==> config.mk <==
export PLATFORM = sky130hd
export DESIGN_NAME = dma_irq_ctrl
export DESIGN_NICKNAME = d
export VERILOG_FILES = /design/src/rtl/dma_irq_pkg.sv /design/src/rtl/dma_irq_decode.sv /design/src/rtl/dma_irq_acct.sv /design/src/rtl/dma_irq_stat.sv /design/src/rtl/dma_irq_ctrl.sv
export SDC_FILE = /design/constraint.sdc
export NUM_CORES = 1
export LEC_CHECK = 0
export ABC_CLOCK_PERIOD_IN_PS = 2000
export BUFFER_PORTS_ARGS = -buffer_cell sky130_fd_sc_hd__buf_2
export CAP_MARGIN = 5
export CORE_AREA = 4 4 79 81
export CTS_CLUSTER_DIAMETER = 40
export DETAILED_ROUTE_END_ITERATION = 12
export DIE_AREA = 0 0 83 85
export GPL_TIMING_DRIVEN = 0
export PLACE_DENSITY = 0.83
export SETUP_SLACK_MARGIN = 0.5
export SLEW_MARGIN = 20
export SYNTH_ARGS = -nofsm -noshare
export SYNTH_HDL_FRONTEND = slang
export SYNTH_SLANG_ARGS = --single-unit
==> constraint.sdc <==
create_clock -name clk -period 2 [get_ports clk]
set_clock_uncertainty 0.1 [all_clocks]
set_input_delay 0.1 -clock clk [delete_from_list [all_inputs] [get_ports clk]]
set_output_delay 0.1 -clock clk [all_outputs]
set_load 0.01 [all_outputs]
==> src/rtl/dma_irq_pkg.sv <==
package dma_irq_pkg;
  localparam int BIT_BAD_ACC  = 0;
  localparam int BIT_SRC_DONE = 1;
  localparam int BIT_DST_DONE = 2;
  localparam int BIT_SRC_ACCT = 4;
  localparam int BIT_DST_ACCT = 5;

  localparam int OFS_STAT = 0;
  localparam int OFS_MASK = 1;
  localparam int OFS_UNMASK = 2;
  localparam int OFS_MASKSET = 3;
  localparam int OFS_SRC_CNT = 4;
  localparam int OFS_DST_CNT = 5;

  typedef struct packed {
    logic stat;
    logic mask;
    logic unmask;
    logic maskset;
    logic src_cnt;
    logic dst_cnt;
    logic bad;
  } reg_hit_t;
endpackage

==> src/rtl/dma_irq_decode.sv <==
module dma_irq_decode
  import dma_irq_pkg::*;
#(
  parameter int ADDR_W = 4
) (
  input  logic              req,
  input  logic [ADDR_W-1:0] addr,
  output reg_hit_t          hit
);
  always_comb begin
    hit = '0;
    if (req) begin
      if (addr == ADDR_W'(OFS_STAT))         hit.stat    = 1'b1;
      else if (addr == ADDR_W'(OFS_MASK))    hit.mask    = 1'b1;
      else if (addr == ADDR_W'(OFS_UNMASK))  hit.unmask  = 1'b1;
      else if (addr == ADDR_W'(OFS_MASKSET)) hit.maskset = 1'b1;
      else if (addr == ADDR_W'(OFS_SRC_CNT)) hit.src_cnt = 1'b1;
      else if (addr == ADDR_W'(OFS_DST_CNT)) hit.dst_cnt = 1'b1;
      else                                   hit.bad     = 1'b1;
    end
  end
endmodule

==> src/rtl/dma_irq_acct.sv <==
module dma_irq_acct #(
  parameter int CNT_W = 8
) (
  input  logic             clk,
  input  logic             rst_n,
  input  logic             inc,
  input  logic             rd_clr,
  output logic [CNT_W-1:0] cnt,
  output logic             wrap
);
  assign wrap = inc && (cnt == '1);

  always_ff @(posedge clk) begin
    if (!rst_n)      cnt <= '0;
    else if (rd_clr) cnt <= CNT_W'(inc);
    else if (inc)    cnt <= cnt + CNT_W'(1);
  end
endmodule

==> src/rtl/dma_irq_stat.sv <==
module dma_irq_stat #(
  parameter int NSRC = 12
) (
  input  logic            clk,
  input  logic            rst_n,
  input  logic [NSRC-1:0] set_vec,
  input  logic [NSRC-1:0] clr_vec,
  input  logic [NSRC-1:0] unmask_vec,
  input  logic [NSRC-1:0] maskset_vec,
  output logic [NSRC-1:0] status,
  output logic [NSRC-1:0] mask,
  output logic            irq
);
  always_ff @(posedge clk) begin
    if (!rst_n) begin
      status <= '0;
      mask   <= '1;
      irq    <= 1'b0;
    end else begin
      status <= (status & ~clr_vec) | set_vec;
      mask   <= (mask & ~unmask_vec) | maskset_vec;
      irq    <= |(status & ~mask);
    end
  end
endmodule

==> src/rtl/dma_irq_ctrl.sv <==
module dma_irq_ctrl
  import dma_irq_pkg::*;
#(
  parameter int NSRC   = 12,
  parameter int CNT_W  = 8,
  parameter int ADDR_W = 4,
  parameter int DATA_W = 32
) (
  input  logic              clk,
  input  logic              rst_n,
  input  logic [NSRC-1:0]   evt_set,
  input  logic              src_dscr_done,
  input  logic              dst_dscr_done,
  input  logic              reg_req,
  input  logic              reg_we,
  input  logic [ADDR_W-1:0] reg_addr,
  input  logic [DATA_W-1:0] reg_wdata,
  output logic [DATA_W-1:0] reg_rdata,
  output logic              irq
);
  localparam int NCNT = 2;

  reg_hit_t          hit;
  logic [NSRC-1:0]   status_q, mask_q, set_vec, clr_vec, unmask_vec, maskset_vec;
  logic [NSRC-1:0]   wdata_s;
  logic [NCNT-1:0]   cnt_inc, cnt_rd, cnt_wrap;
  logic [CNT_W-1:0]  cnt_val [NCNT];
  logic [CNT_W-1:0]  src_cnt;
  logic              rd_en, wr_en;
  logic [DATA_W-1:0] rd_val;

  dma_irq_decode #(.ADDR_W(ADDR_W)) u_dec (
    .req(reg_req), .addr(reg_addr), .hit(hit)
  );

  assign rd_en   = reg_req && !reg_we;
  assign wr_en   = reg_req && reg_we;
  assign wdata_s = reg_wdata[NSRC-1:0];
  assign cnt_inc = {dst_dscr_done, src_dscr_done};
  assign cnt_rd  = {hit.dst_cnt && rd_en, hit.src_cnt && rd_en};

  for (genvar g = 0; g < NCNT; g++) begin : g_acct
    dma_irq_acct #(.CNT_W(CNT_W)) u_acct (
      .clk(clk), .rst_n(rst_n), .inc(cnt_inc[g]), .rd_clr(cnt_rd[g]),
      .cnt(cnt_val[g]), .wrap(cnt_wrap[g])
    );
  end
  assign src_cnt = cnt_val[0];

  always_comb begin
    set_vec = evt_set;
    set_vec[BIT_SRC_DONE] = evt_set[BIT_SRC_DONE] | src_dscr_done;
    set_vec[BIT_DST_DONE] = evt_set[BIT_DST_DONE] | dst_dscr_done;
    set_vec[BIT_SRC_ACCT] = evt_set[BIT_SRC_ACCT] | cnt_wrap[0];
    set_vec[BIT_DST_ACCT] = evt_set[BIT_DST_ACCT] | cnt_wrap[1];
    set_vec[BIT_BAD_ACC]  = evt_set[BIT_BAD_ACC]  | hit.bad;
  end

  assign clr_vec     = (wr_en && hit.stat)    ? wdata_s : '0;
  assign unmask_vec  = (wr_en && hit.unmask)  ? wdata_s : '0;
  assign maskset_vec = (wr_en && hit.maskset) ? wdata_s : '0;

  dma_irq_stat #(.NSRC(NSRC)) u_stat (
    .clk(clk), .rst_n(rst_n), .set_vec(set_vec), .clr_vec(clr_vec),
    .unmask_vec(unmask_vec), .maskset_vec(maskset_vec),
    .status(status_q), .mask(mask_q), .irq(irq)
  );

  always_comb begin
    rd_val = '0;
    if (hit.stat)         rd_val = DATA_W'(status_q);
    else if (hit.mask)    rd_val = DATA_W'(mask_q);
    else if (hit.src_cnt) rd_val = DATA_W'(cnt_val[0]);
    else if (hit.dst_cnt) rd_val = DATA_W'(cnt_val[1]);
  end

  always_ff @(posedge clk) begin
    if (!rst_n)     reg_rdata <= '0;
    else if (rd_en) reg_rdata <= rd_val;
  end
endmodule

[Word-level counts from Yosys, hierarchy flattened]
Cells that the tools add are included.
Storage, ports and cells
  input port bits: 54
  register bits after elaboration: 73
  output and inout bits: 33
Operators by class
  reductions and logical operators: 16
  eq/ne operators: 7
  add/subtract/negate cells: 2
  muxes and demuxes: 24
  bitwise operators: 14
Operators with widths (number)
  12-bit two-way mux: 5
  12-bit AND: 3
  12-bit NOT: 3
  12-bit bitwise OR: 2
  8-bit by 1-bit adder with 8-bit output, second input constant: 2
  8-bit equality test, second input constant: 2
  8-bit two-way mux: 2
  12-bit OR reduction: 1
  1-bit two-way mux: 11
  1-bit logical AND: 9
  4-bit by 2-bit equality test with 1-bit output, second input constant: 2
  4-bit by 3-bit equality test with 1-bit output, second input constant: 2
  7-bit two-way mux: 1
  6-bit two-way mux: 1
  5-bit two-way mux: 1
  1-bit bitwise OR: 5
  4-bit by 1-bit equality test with 1-bit output, second input constant: 1
  4-bit logical NOT: 1
  4-bit two-way mux: 1
  2-bit nonzero test: 2
  2-bit OR reduction: 2
  3-bit two-way mux: 1
  2-bit two-way mux: 1
  1-bit logical NOT: 1
  1-bit NOT: 1

[Depth between registers and ports, before layout]
Gate-level depths: netlist (run 1).
  depth after elaboration: 13
  gate-level depth with buffers: 5
  depth with buffers taken out: 4

[By module]
From an unflattened synthesis (run 1), not the netlist that was laid out.
Unflattened totals
  cells, all modules: 339
  area total of the unflattened synthesis: 2984.1 um2
By module, submodules not included
  dma_irq_ctrl: cells each 152, area an instance 1232.4 um2, times used 1
  dma_irq_stat: cells each 92, area an instance 947.2 um2, times used 1
  dma_irq_acct: cells each 41, area an instance 367.9 um2, times used 2
  dma_irq_decode: cells each 13, area an instance 68.8 um2, times used 1

[Worst setup path before layout (run 1)]
No wires, ideal clock.
  kind: input port to flip-flop
  start point: input port reg_addr[1]
  end point: register reg_rdata[7]
  slack: 693 ps
  stages on the path: 3
  buffers on the path: 0
  arrival time: 1060 ps
  cell sequence: or4b_4 > nor2_1 > a221oi_1
Between the ends
  word-level cells in the longest chain between the ends: 12
  elaborated cells on any way between the ends: 20
Ends and longest elaborated chain
  start, declared: RTL line dma_irq_ctrl.sv:16  | input logic [ADDR_W-1:0] reg_addr,
  4-bit by 3-bit equality test with 1-bit output: RTL line dma_irq_decode.sv:18  | else if (addr == ADDR_W'(OFS_DST_CNT)) hit.dst_cnt = 1'b1;
  1-bit two-way mux: RTL line dma_irq_decode.sv:18
  2-bit two-way mux: RTL line dma_irq_decode.sv:17  | else if (addr == ADDR_W'(OFS_SRC_CNT)) hit.src_cnt = 1'b1;
  3-bit two-way mux: RTL line dma_irq_decode.sv:16  | else if (addr == ADDR_W'(OFS_MASKSET)) hit.maskset = 1'b1;
  4-bit two-way mux: RTL line dma_irq_decode.sv:15  | else if (addr == ADDR_W'(OFS_UNMASK)) hit.unmask = 1'b1;
  5-bit two-way mux: RTL line dma_irq_decode.sv:14  | else if (addr == ADDR_W'(OFS_MASK)) hit.mask = 1'b1;
  6-bit two-way mux: RTL line dma_irq_decode.sv:13  | if (addr == ADDR_W'(OFS_STAT)) hit.stat = 1'b1;
  7-bit two-way mux (*): RTL line dma_irq_decode.sv:12  | if (req) begin
  8-bit two-way mux: RTL line dma_irq_ctrl.sv:74  | else if (hit.dst_cnt) rd_val = DATA_W'(cnt_val[1]);
  8-bit two-way mux: RTL line dma_irq_ctrl.sv:73  | else if (hit.src_cnt) rd_val = DATA_W'(cnt_val[0]);
  12-bit two-way mux: RTL line dma_irq_ctrl.sv:72  | else if (hit.mask) rd_val = DATA_W'(mask_q);
  12-bit two-way mux (*): RTL line dma_irq_ctrl.sv:71  | if (hit.stat) rd_val = DATA_W'(status_q);
  end signal, assigned: RTL line dma_irq_ctrl.sv:79  | else if (rd_en) reg_rdata <= rd_val;
  end, declared: RTL line dma_irq_ctrl.sv:18  | output logic [DATA_W-1:0] reg_rdata,
Every way passes the cells marked *; elsewhere a longest branch is shown, timed or not.
A chain may end at the register's enable or synchronous reset.

[Worst setup path in the final report (run 1)]
  start point: register g_acct[1].u_acct.cnt[0]
  end point: register g_acct[1].u_acct.cnt[6]
Between the ends
  word-level cells in the longest chain between the ends: 1
Ends and longest elaborated chain
  start, declared: RTL line dma_irq_acct.sv:8  | output logic [CNT_W-1:0] cnt,
  start signal, assigned: RTL line dma_irq_acct.sv:15  | else if (rd_clr) cnt <= CNT_W'(inc);
  start signal, assigned: RTL line dma_irq_acct.sv:16  | else if (inc) cnt <= cnt + CNT_W'(1);
  8-bit by 1-bit adder with 8-bit output: RTL line dma_irq_acct.sv:16
No other way between the ends.

==> summary.md, run 1 <==
| Metric | Value |
|---|---|
| Fin util | 0.6177 |
| Vias in the first global route | around 2500 |
| Drt wl/cell | roughly 16 µm |
| Critical Path Fanout Max | 4 |
| Syn Area/Cell | between 8 and 9 µm² |
| Hold Path Class | in -> reg |
| P_sw | 546.0 µW |
| MaxCap Viol Count | 0 |
| N_diodes | 0 |
| Crit Path Category | reg -> reg |
| Top Family by Delay on Critical Path | simple AND/OR/NAND/NOR gates |
| Sequential Power Share | 0.551 |
| Max stage delay on crit path | approximately 0.41 ns |
| Top FF cell, synth | dfxtp_1 |
| Startpoint class of the critical path | register |
| Initial DRC Count | between 200 and 250 |
| Worst setup EP type | register |
| Worst-path clk slew | 0.09 ns |
| Req. time, crit path | about 2.2 ns |
| First-pass GRT wire length | about 12 mm |
| Max-slew headroom | 0.6230 |
| Clock share of power | 0.297 |
| DR DRC count | 0 |
| P&R area growth vs syn | 26.85% |
| GR Util All Layers | 0.2062 |
| Finished Layout Cells | roughly 470 |
| Synth Instances | 302 |
| Max Slew Vio Count | 0 |
| WHS | around 0.012 ns |
| Router iterations before antenna repair | 4 |
| Initial antenna violation count | 0 |
| Fin nets | around 450 |
| Status | complete, no violations |
| Via density | around 5.6 |
| Final wirelength | approximately 7.3 mm |
| Sw Share | 0.2694 |
| FP Rows | 27 |
| Setup TNS | 0 ns |
| I/O pins | slightly below 90 |
| Final period util | 0.7210 |
| Logic gate share of total power | 0.152 |
| Worst path bufs/invs | 0 |
| Sink Count | 53 |
| Core area | around 5500 µm² |
| Starting Density | 0.4870 |
| Pleak | about 1.4 nW |
| Peak VDD IR | about 370 µV |
| Tmin final | 1.442 ns |
| EDFF count, synth | 0 |
| Gr ovfl total | 0 |
| Yosys warns | 0 |
| Final setup fails | 0 |
| RSZ-0062 raised after global routing | no |
| Share of layout cells above drive strength 1 | 0.2172 |
| Total via count in the routed design | between 2000 and 3000 |
| Hold Violations, Final | 0 |
| Pin count of the biggest net entering global routing | 16 |
| Most common cell after layout, fill and taps aside | dfxtp_1 |
| Synth Register Bits | between 50 and 60 |
| Die area | approximately 7100 µm² |
| Routed Antenna Nets | 0 |
| CTS tree | yes |
| CTS buffer count | 5 |
| Cell area power density | 599.5 nW/µm² |
| Placed cell count | around 440 |
| Clock Tree Buf Depth | 2 |
| Most frequent cells in the layout | dfxtp_1, buf_2, nand2_1 |
| CP max stage cell | dfxtp_1 |
| Clock latency on the worst-skew pair | between 0.3 and 0.4 ns |
| Internal power | roughly 1.5 mW |
| Actual slew at the worst max-slew pin | 0.5635 ns |
| DIE HEIGHT | 85 µm |
| Crit path DAT | ~1.6 ns |
| Post-synthesis sequential area ratio | 0.3981 |
| Cell variety after synth | 37 |
| Root Driver | clkbuf_8 |
| Final Power | about 2.0 mW |
| Crit path cell chain | ha_1, nand4_1, or3_1, a21oi_1 |
| I/O Buffers | 43 |
| Fmax | 0.6935 GHz |
| Die Wd | about 83 µm |
| RD Place Congestion | approximately 0.95 |
| H-tree levels | 2 |
| Post-synth ARST share | 0 |
| Hpwl dp | 5.288 mm |
| Mapped Area | 2665 µm² |
## synth_stat cells, types with 2 or more instances
cell       number  area [µm²]
dfxtp_1        53        1061
nand2_1        24       90.09
buf_4          20       150.1
a21oi_1        19       95.09
clkbuf_1       15       56.30
o21ai_0        15       75.07
a311oi_1       14       122.6
inv_1          13       48.80
a41oi_1        12       105.1
nor2_1         12       45.04
a31oi_1        10       62.56
or3_1          10       62.56
a221oi_1        8       70.07
mux2_2          8       90.09
mux2i_1         8       80.08
o221ai_1        8       70.07
nand2b_1        7       43.79
nor2b_1         7       43.79
nand4_1         6       37.54
xor2_1          6       52.55
nor3_1          5       25.02
buf_2           3       15.01
a2111oi_0       2       17.52
ha_1            2       25.02
o21ai_1         2       10.01
o31a_1          2       17.52
## worst min-delay path: cells and delay by family
family                 cells  cell delay [ns]
buffers and inverters      1             0.11
AOI/OAI and AO/OA          1             0.09
and+or+nand+nor            1             0.08
## state kept, by name, indices dropped and copies added (netlist names)
signal and cells:
g_acct.u_acct.cnt 16, reg_rdata 12, u_stat.mask 12, u_stat.status 12, u_stat.irq 1
## stage by stage
step | setup WS, ns | instance area [µm²]
after floorplan | 0.6926 | 2736
after global placement | 0.3352 | 3042
after detailed placement | 0.2896 | 3042
after CTS | 0.5605 | 3356
after global routing | 0.5198 | 3381
final | 0.5580 | 3381
## power groups by stage
| stage | Combinational (mW) | Sequential (mW) | Clock, mW |
|---|---|---|---|
| after floorplan | 0.177 | 1.13 | 0 |
| after global placement | 0.258 | 1.14 | 0 |
| after detailed placement | 0.263 | 1.14 | 0 |
| after CTS | 0.299 | 1.11 | 0.608 |
| after global routing | 0.339 | 1.12 | 0.655 |
| final | 0.308 | 1.12 | 0.601 |
## metal layers
metal / global-route usage / part of all wire / vias to the layer above
li1: - / - / 1280
met4: 0.1085 / 0.028 / 0
met1: 0.2445 / 0.42 / 1195
met5: 0 / 0 / -
met3: 0.04272 / 0.069 / 19
met2: 0.3513 / 0.49 / 121
## final timing paths
check | from | end | slack [ns] | cells after the start
setup / recovery | g_acct[1].u_acct.cnt[0] | g_acct[1].u_acct.cnt[6] | 0.56 | 4
setup reg to reg | g_acct[1].u_acct.cnt[0] | g_acct[1].u_acct.cnt[6] | 0.56 | 4
hold reg to reg | reg_rdata[10] | reg_rdata[10] | 0.35 | 2
hold / removal | evt_set[2] | u_stat.status[2] | 0.01 | 3
## logic make-up (layout without fill, tap and decap cells)
logic type | Yosys count | in the layout | share of synthesized area
and+or+nand+nor | 77 | 77 | 0.1531
AOI/OAI and AO/OA | 95 | 95 | 0.2516
xor gates and xnor gates | 6 | 6 | 0.01972
muxes | 16 | 16 | 0.06385
adders and majority gates | 2 | 2 | 0.009388
buffers and inverters | 52 | 127 | 0.1028
other | 1 | 20 | 0.001407
DFF | 53 | 53 | 0.3981
## timing repair
item | CTS | global route
hold buffers | 23 | 0
buffers inserted | 0 | 1
setup endpoints to repair | 0 | 3
endpoints found under the hold margin | 24 | 0
resized for setup | 0 | 5
## area by class of cell
cell class / instances / area (µm²)
multi-input cells: 216 / 1416
clock inverters: 1 / 7.507
inverters: 13 / 48.80
plain buffers: 39 / 225.2
clock buffers: 7 / 76.32
well taps: 72 / 90.09
fillers: 491 / 2092
repair buffers: 67 / 452.9
flip-flops and latches: 53 / 1064
No activity file was read; power rests on OpenSTA's default activity.
==> run 2, diff against run 1 <==
--- a/config.mk
+++ b/config.mk
@@ -5,15 +5,16 @@
 export SDC_FILE = /design/constraint.sdc
 export NUM_CORES = 1
 export LEC_CHECK = 0
-export ABC_CLOCK_PERIOD_IN_PS = 2000
+export ABC_AREA = 1
+export ABC_CLOCK_PERIOD_IN_PS = 1300
 export BUFFER_PORTS_ARGS = -buffer_cell sky130_fd_sc_hd__buf_2
 export CAP_MARGIN = 5
-export CORE_AREA = 4 4 79 81
+export CORE_AREA = 4 4 83 85
 export CTS_CLUSTER_DIAMETER = 40
 export DETAILED_ROUTE_END_ITERATION = 12
-export DIE_AREA = 0 0 83 85
+export DIE_AREA = 0 0 87 89
 export GPL_TIMING_DRIVEN = 0
-export PLACE_DENSITY = 0.83
+export PLACE_DENSITY = 0.81
 export SETUP_SLACK_MARGIN = 0.5
 export SLEW_MARGIN = 20
 export SYNTH_ARGS = -nofsm -noshare
==> constraint.sdc (replaced) <==
create_clock -name clk -period 1.3 [get_ports clk]
set_clock_uncertainty 0.1 [all_clocks]
set_input_delay 0.065 -clock clk [delete_from_list [all_inputs] [get_ports clk]]
set_output_delay 0.065 -clock clk [all_outputs]
set_load 0.01 [all_outputs]
==> summary.md, run 2 <==
| Metric | Value |
|---|---|
| Status | complete, but fails checks |
| Failing checks | hold timing |
| EDFF count, synth | 0 (unchanged) |
| Routed Antenna Nets | 0 (unchanged) |
| First-pass GRT wire length | 13.69 mm (+15%) |
| Largest Register | g_acct.u_acct.cnt |
| Initial DRC Count | 239 (+17%) |
| Vias in the first global route | 2927 (+18%) |
| RSZ-0062 raised after global routing | yes |
| Max Slew Vio Count | 0 (unchanged) |
| Hold Violations, Final | 20 (+20) |
| Critical Path Fanout Max | 5 (+1) |
| Most common cell after layout, fill and taps aside | nand2_1 |
| Cell variety after synth | 29 (-22%) |
| Hold Path Class | in -> reg |
| Share of layout cells above drive strength 1 | 0.5496 (+0.3324) |
| Most frequent cells in the layout | nand2_1, buf_4, nor2_1 |
| Final setup fails | 0 (unchanged) |
| Clock Tree Buf Depth | 2 (unchanged) |
| Gr ovfl total | 0 (unchanged) |
| Drt wl/cell | 16.20 µm (+3.6%) |
| RD Place Congestion | 0.8726 (-8.4%) |
| Mapped Area | 2761 µm² (+3.6%) |
| DIE HEIGHT | 89 µm (+4.7%) |
| FP Rows | 29 (+7.4%) |
| Max stage delay on crit path | 0.41 ns (about the same) |
| Tmin final | 1.247 ns (-0.1950 ns) |
| Synth Instances | 402 (+33%) |
| Top-count cell post-synth | nand2_1 |
| CTS buffer count | 5 (unchanged) |
| H-tree levels | 2 (unchanged) |
| P&R area growth vs syn | 61.89% |
| Syn Area/Cell | 6.869 µm² (-22%) |
| Fillers | 419 (-15%) |
| Synth Register Bits | 53 (unchanged) |
| MaxCap Viol Count | 0 (unchanged) |
| CP max stage cell | dfxtp_4 |
| CTS tree | yes |
| Via density | 5.469 (-2.1%) |
| Yosys top cell area share | 0.3842 (-0.01389) |
| Root Driver | clkbuf_8 |
| Crit path DAT | 1.39 ns (-0.20 ns) |
| Die Wd | 87 µm (+4.8%) |
| Req. time, crit path | 1.45 ns (-0.70 ns) |
| Initial antenna violation count | 0 (unchanged) |
| Post-synth ARST share | 0 (unchanged) |
| Clock latency on the worst-skew pair | 0.32 ns (about the same) |
| WHS | -0.1023 ns (-0.1139 ns) |
| DR DRC count | 0 (unchanged) |
| Final period util | 0.9592 (+0.2382) |
| Fin util | 0.7205 (+0.1028) |
| Fin nets | 579 (+28%) |
| Pin count of the biggest net entering global routing | 17 (+1) |
| Final wirelength | 9.736 mm (+33%) |
| Hpwl dp | 5.349 mm (+1.2%) |
| Crit path cell chain | ha_4, and3_4, nand2_4, nor2_2, nand2_1, a21oi_1 |
| Cell area power density | 746.7 nW/µm² (+25%) |
| Setup TNS | 0 ns (unchanged) |
| Die area | 7743 µm² (+9.8%) |
| Core area | 6205 µm² (+13%) |
| Worst-path clk slew | 0.10 ns (about the same) |
| Starting Density | 0.4450 (-0.04192) |
| Peak VDD IR | 817.4 µV (+120%) |
| Sink Count | 53 (unchanged) |
| Fmax | 0.8019 GHz (+16%) |
| Ranking of synthesized cells by area | dfxtp_1, nand2_1, nor2_1, buf_4, inv_1 |
| Crit Path Category | reg -> reg |
| Pleak | 1.962 nW (+43%) |
| Post-synth top area cell | dfxtp_1 |
| I/O pins | 87 (unchanged) |
| Top FF cell, synth | dfxtp_1 |
| Total via count in the routed design | 3287 (+26%) |
| Post-synthesis sequential area ratio | 0.3842 (-0.01389) |
| Synth top cells by count | nand2_1, nor2_1, dfxtp_1 |
| Largest register FFs | 16 (unchanged) |
| GR Util All Layers | 0.2235 (+0.01728) |
| Worst setup EP type | register |
| Yosys warns | 0 (unchanged) |
| I/O Buffers | 43 (unchanged) |
| Startpoint class of the critical path | register |
| N_diodes | 0 (unchanged) |
| Router iterations before antenna repair | 5 (+1) |
==> run 2: cell types whose count changed after synthesis, sizes merged, moves of 12 or more <==
| cell | previous run | this run |
|---|---|---|
| o211ai | 0 | 12 |
| inv | 13 | 47 |
| nand3 | 0 | 31 |
| a41oi | 12 | 0 |
| nor2 | 12 | 61 |
| nand2 | 24 | 82 |
| a311oi | 14 | 0 |
==> run 2: what timing repair did <==
item,CTS,global route
gates cloned,2,1
resized for setup,110,91
hold buffers,14,3
setup buffers,19,17
hold endpoints to repair,25,15
pin swaps,57,56
endpoints found under the setup margin,64,66
==> run 2: layout make-up <==
class	count	area (µm²)	area share
sequential	53	1151	0.2575
clock inverter	3	16.27	0.003638
timing repair buffer	95	820.8	0.1836
buffer	33	250.2	0.05598
inverter	47	186.4	0.04170
clock buffer	5	68.82	0.01539
tap	77	96.34	0.02155
multi-input combinational	288	1881	0.4207
==> run 2: routing by layer <==
layer,routed length [µm],GRT usage
met4,488,0.1091
met5,0,0
met3,863,0.02765
met1,3554,0.2753
met2,4829,0.3865
==> run 2: kinds of logic (layout without fill, tap and decap cells) <==
kind of cell / count (synthesis) / count (layout) / share of synthesized area
adders and majority gates: 2 / 2 / 0.009061
xor gates and xnor gates: 4 / 4 / 0.01269
other: 1 / 20 / 0.001358
and+or+nand+nor: 195 / 195 / 0.3140
buffers and inverters: 80 / 183 / 0.1409
DFF: 53 / 53 / 0.3842
AOI/OAI and AO/OA: 67 / 67 / 0.1377
==> run 2: through the flow <==
| step | power, mW | cells | setup slack (ns) | area [µm²] |
|---|---|---|---|---|
| 6_report | 3.338 | 601 | 0.05302 | 4471 |
| 5_1_grt | 3.465 | 601 | 0.003881 | 4471 |
| 4_1_cts | 3.223 | 584 | 0.1061 | 4049 |
| 3_5_place_dp | 2.182 | 541 | -0.07014 | 3319 |
| 3_3_place_gp | 2.167 | 541 | -0.01747 | 3319 |
| 2_1_floorplan | 2.039 | 421 | 0.1784 | 3008 |
==> run 2: worst paths after layout <==
kind	startpoint	to	slack, ns	depth (start not counted)
setup / recovery	g_acct[0].u_acct.cnt[0]	g_acct[0].u_acct.cnt[6]	0.05	6
hold / removal	reg_wdata[1]	u_stat.mask[1]	-0.10	3
setup reg to reg	g_acct[0].u_acct.cnt[0]	g_acct[0].u_acct.cnt[6]	0.05	6
hold reg to reg	reg_rdata[6]	reg_rdata[6]	0.37	2
==> run 2: critical path, delay by kind of cell (launching register included) <==
kind | cells | cell delay (ns)
and+or+nand+nor | 4 | 0.39
DFF | 1 | 0.41
adders and majority gates | 1 | 0.15
AOI/OAI and AO/OA | 1 | 0.13
==> run 2: report_power, final <==
group,switching (mW),internal (mW)
Combinational,0.359,0.314
Clock,0.566,0.375
Sequential,0.0591,1.67
Total,0.983,2.35
==> run 3, diff against run 2 <==
--- a/config.mk
+++ b/config.mk
@@ -9,12 +9,13 @@
 export ABC_CLOCK_PERIOD_IN_PS = 1300
 export BUFFER_PORTS_ARGS = -buffer_cell sky130_fd_sc_hd__buf_2
 export CAP_MARGIN = 5
-export CORE_AREA = 4 4 83 85
+export CORE_AREA = 4 4 81 83
+export CTS_BUF_LIST = sky130_fd_sc_hd__clkbuf_4
 export CTS_CLUSTER_DIAMETER = 40
 export DETAILED_ROUTE_END_ITERATION = 12
-export DIE_AREA = 0 0 87 89
+export DIE_AREA = 0 0 85 87
 export GPL_TIMING_DRIVEN = 0
-export PLACE_DENSITY = 0.81
+export PLACE_DENSITY = 0.85
 export SETUP_SLACK_MARGIN = 0.5
 export SLEW_MARGIN = 20
 export SYNTH_ARGS = -nofsm -noshare
==> summary.md, run 3 (same netlist as run 2, synthesis figures left out) <==
| Metric | Value |
|---|---|
| Status | complete, but fails checks |
| Failing checks | hold timing |
| R2r setup slk | 0.05 ns (about the same) |
| Fin util | 0.7787 (+0.05815) |
| Pleak | 1.977 nW (+0.77%) |
| Fillers | 362 (-14%) |
| Hold Path Class | in -> reg |
| Critical Path Fanout Max | 4 (-1) |
| I/O pins | 87 (unchanged) |
| Crit path DAT | 1.47 ns (+0.08 ns) |
| Sink Count | 53 (unchanged) |
| Total via count in the routed design | 3406 (+3.6%) |
| First-pass GRT wire length | 14.15 mm (+3.3%) |
| Starting Density | 0.4720 (+0.02694) |
| Final setup fails | 0 (unchanged) |
| FP Rows | 28 (-3.4%) |
| GR Util All Layers | 0.2370 (+0.01346) |
| Largest register FFs | 16 (unchanged) |
| Router iterations before antenna repair | 5 (unchanged) |
| CTS buffer count | 5 (unchanged) |
| N_diodes | 0 (unchanged) |
| RSZ-0062 raised after global routing | yes |
| Hpwl dp | 5.383 mm (+0.62%) |
| Drt wl/cell | 17.09 µm (+5.5%) |
| Startpoint class of the critical path | register |
| Clock latency on the worst-skew pair | 0.39 ns (+0.07 ns) |
| Hold Violations, Final | 10 (-50%) |
| Peak VDD IR | 671.6 µV (-18%) |
| Crit Path Category | reg -> reg |
| Fin nets | 590 (+1.9%) |
| Die Wd | 85 µm (-2.3%) |
| Clock Tree Buf Depth | 2 (unchanged) |
| Final period util | 0.9582 (-0.0009724) |
| I/O Buffers | 43 (unchanged) |
| Pin count of the biggest net entering global routing | 17 (unchanged) |
| Root Driver | clkbuf_4 |
| H-tree levels | 2 (unchanged) |
| Cell area power density | 698.3 nW/µm² (-6.5%) |
| CTS tree | yes |
| Core area | 5851 µm² (-5.7%) |
| Fmax | 0.8028 GHz (+0.10%) |
| P&R area growth vs syn | 64.98% |
| Worst setup EP type | register |
| Actual slew at the worst max-slew pin | between 0.6 and 0.7 ns |
| MaxCap Viol Count | 0 (unchanged) |
| Setup TNS | 0 ns (unchanged) |
| Max-slew headroom | 0.5449 |
| Vias in the first global route | 3031 (+3.6%) |
| Worst-path clk slew | 0.16 ns (+0.06 ns) |
| Most frequent cells in the layout | nand2_1, nor2_1, buf_4 |
| DIE HEIGHT | 87 µm (-2.2%) |
| Initial DRC Count | 308 (+29%) |
| WHS | -0.1332 ns (-0.03089 ns) |
| Via density | 5.584 (+2.1%) |
| Tmin final | 1.246 ns (-0.001264 ns) |
| Max Slew Vio Count | 0 (unchanged) |
| RD Place Congestion | 0.9060 (+3.8%) |
| Die area | 7395 µm² (-4.5%) |
| Largest Register | g_acct.u_acct.cnt |
| Final wirelength | 10.42 mm (+7.1%) |
| Routed Antenna Nets | 0 (unchanged) |
| DR DRC count | 0 (unchanged) |
| Most common cell after layout, fill and taps aside | nand2_1 |
| Share of layout cells above drive strength 1 | 0.5121 (-0.03747) |
| Initial antenna violation count | 0 (unchanged) |
| Gr ovfl total | 0 (unchanged) |
| Req. time, crit path | 1.52 ns (+0.07 ns) |
## run 3: changes by cell type in the layout (fill, tap and decap cells not counted), moves of 4 or more
| cell | change |
|---|---|
| nor2_1 | +4 |
| o21ai_1 | -9 |
| o21ai_4 | +4 |
| nand2_2 | -5 |
| a21oi_2 | -4 |
| o21ai_2 | +4 |
| clkbuf_8 | -7 |
| clkbuf_4 | +6 |
| nand2_1 | +8 |
| a21oi_1 | +4 |
| buf_4 | -4 |
| dlygate4sd3_1 | +12 |
## run 3: stage by stage
step	power, mW	instances	setup WS (ns)	instance area (µm²)	hold slack (ns)
floorplan	2.039	421	0.1784	3008	0.07822
global placement	2.165	539	-0.006625	3317	0.1698
global route	3.291	610	-0.007351	4556	-0.1328
CTS	3.040	590	0.1015	4056	-0.1296
finish	3.181	610	0.05428	4556	-0.1332
detailed placement	2.181	539	-0.06868	3317	0.1793
## run 3: cell type report
cell class / instances / area (µm²) / area share
flip-flops and latches: 53 / 1149 / 0.2521
clock inverters: 2 / 13.76 / 0.003021
repair buffers: 106 / 943.4 / 0.2071
well taps: 75 / 93.84 / 0.02060
plain buffers: 33 / 255.2 / 0.05603
multi-input cells: 288 / 1872 / 0.4109
inverters: 47 / 183.9 / 0.04037
clock buffers: 6 / 45.04 / 0.009887
## run 3: path summary, 6_finish.rpt
path | start | endpoint | depth (start not counted)
setup reg to reg | g_acct[0].u_acct.cnt[1] | g_acct[0].u_acct.cnt[6] | 6
hold reg to reg | reg_rdata[7] | reg_rdata[7] | 2
setup / recovery | g_acct[0].u_acct.cnt[1] | g_acct[0].u_acct.cnt[6] | 6
hold / removal | reg_wdata[6] | u_stat.mask[6] | 3
## run 3: worst max-delay path, stage by stage (launching register included)
cell     delay (ns)
dfxtp_4        0.43
ha_4           0.15
and3_4         0.21
nand2_4        0.06
nor2_2         0.07
nand2_1        0.06
a21oi_2        0.10
## run 3: per-layer routing
metal  wire length, µm  up-vias  GRT usage  part of all wire
met5                 0        -          0                 0
met4               467        0    0.09353             0.045
met3               969       48    0.04163             0.093
met2              5203      238     0.4216              0.50
met1              3784     1575     0.2827              0.36
li1                  -     1545          -                 -
## run 3: timing repair
| item | 4_1_cts | 5_1_grt |
|---|---|---|
| hold buffers | 23 | 9 |
| cloned | 2 | 1 |
| endpoints found under the hold margin | 32 | 24 |
| pin swaps | 32 | 44 |
| resized for setup | 94 | 94 |
| setup buffers | 18 | 18 |
| setup endpoints to repair | 62 | 66 |
## run 3: where the power goes
| group | switching [mW] | internal [mW] | total, mW | leakage, nW |
|---|---|---|---|---|
| sequential | 0.0627 | 1.67 | 1.73 | 0.445 |
| combinational | 0.360 | 0.305 | 0.665 | 1.50 |
| clock | 0.550 | 0.236 | 0.786 | 0.0322 |
| total | 0.974 | 2.21 | 3.18 | 1.98 |
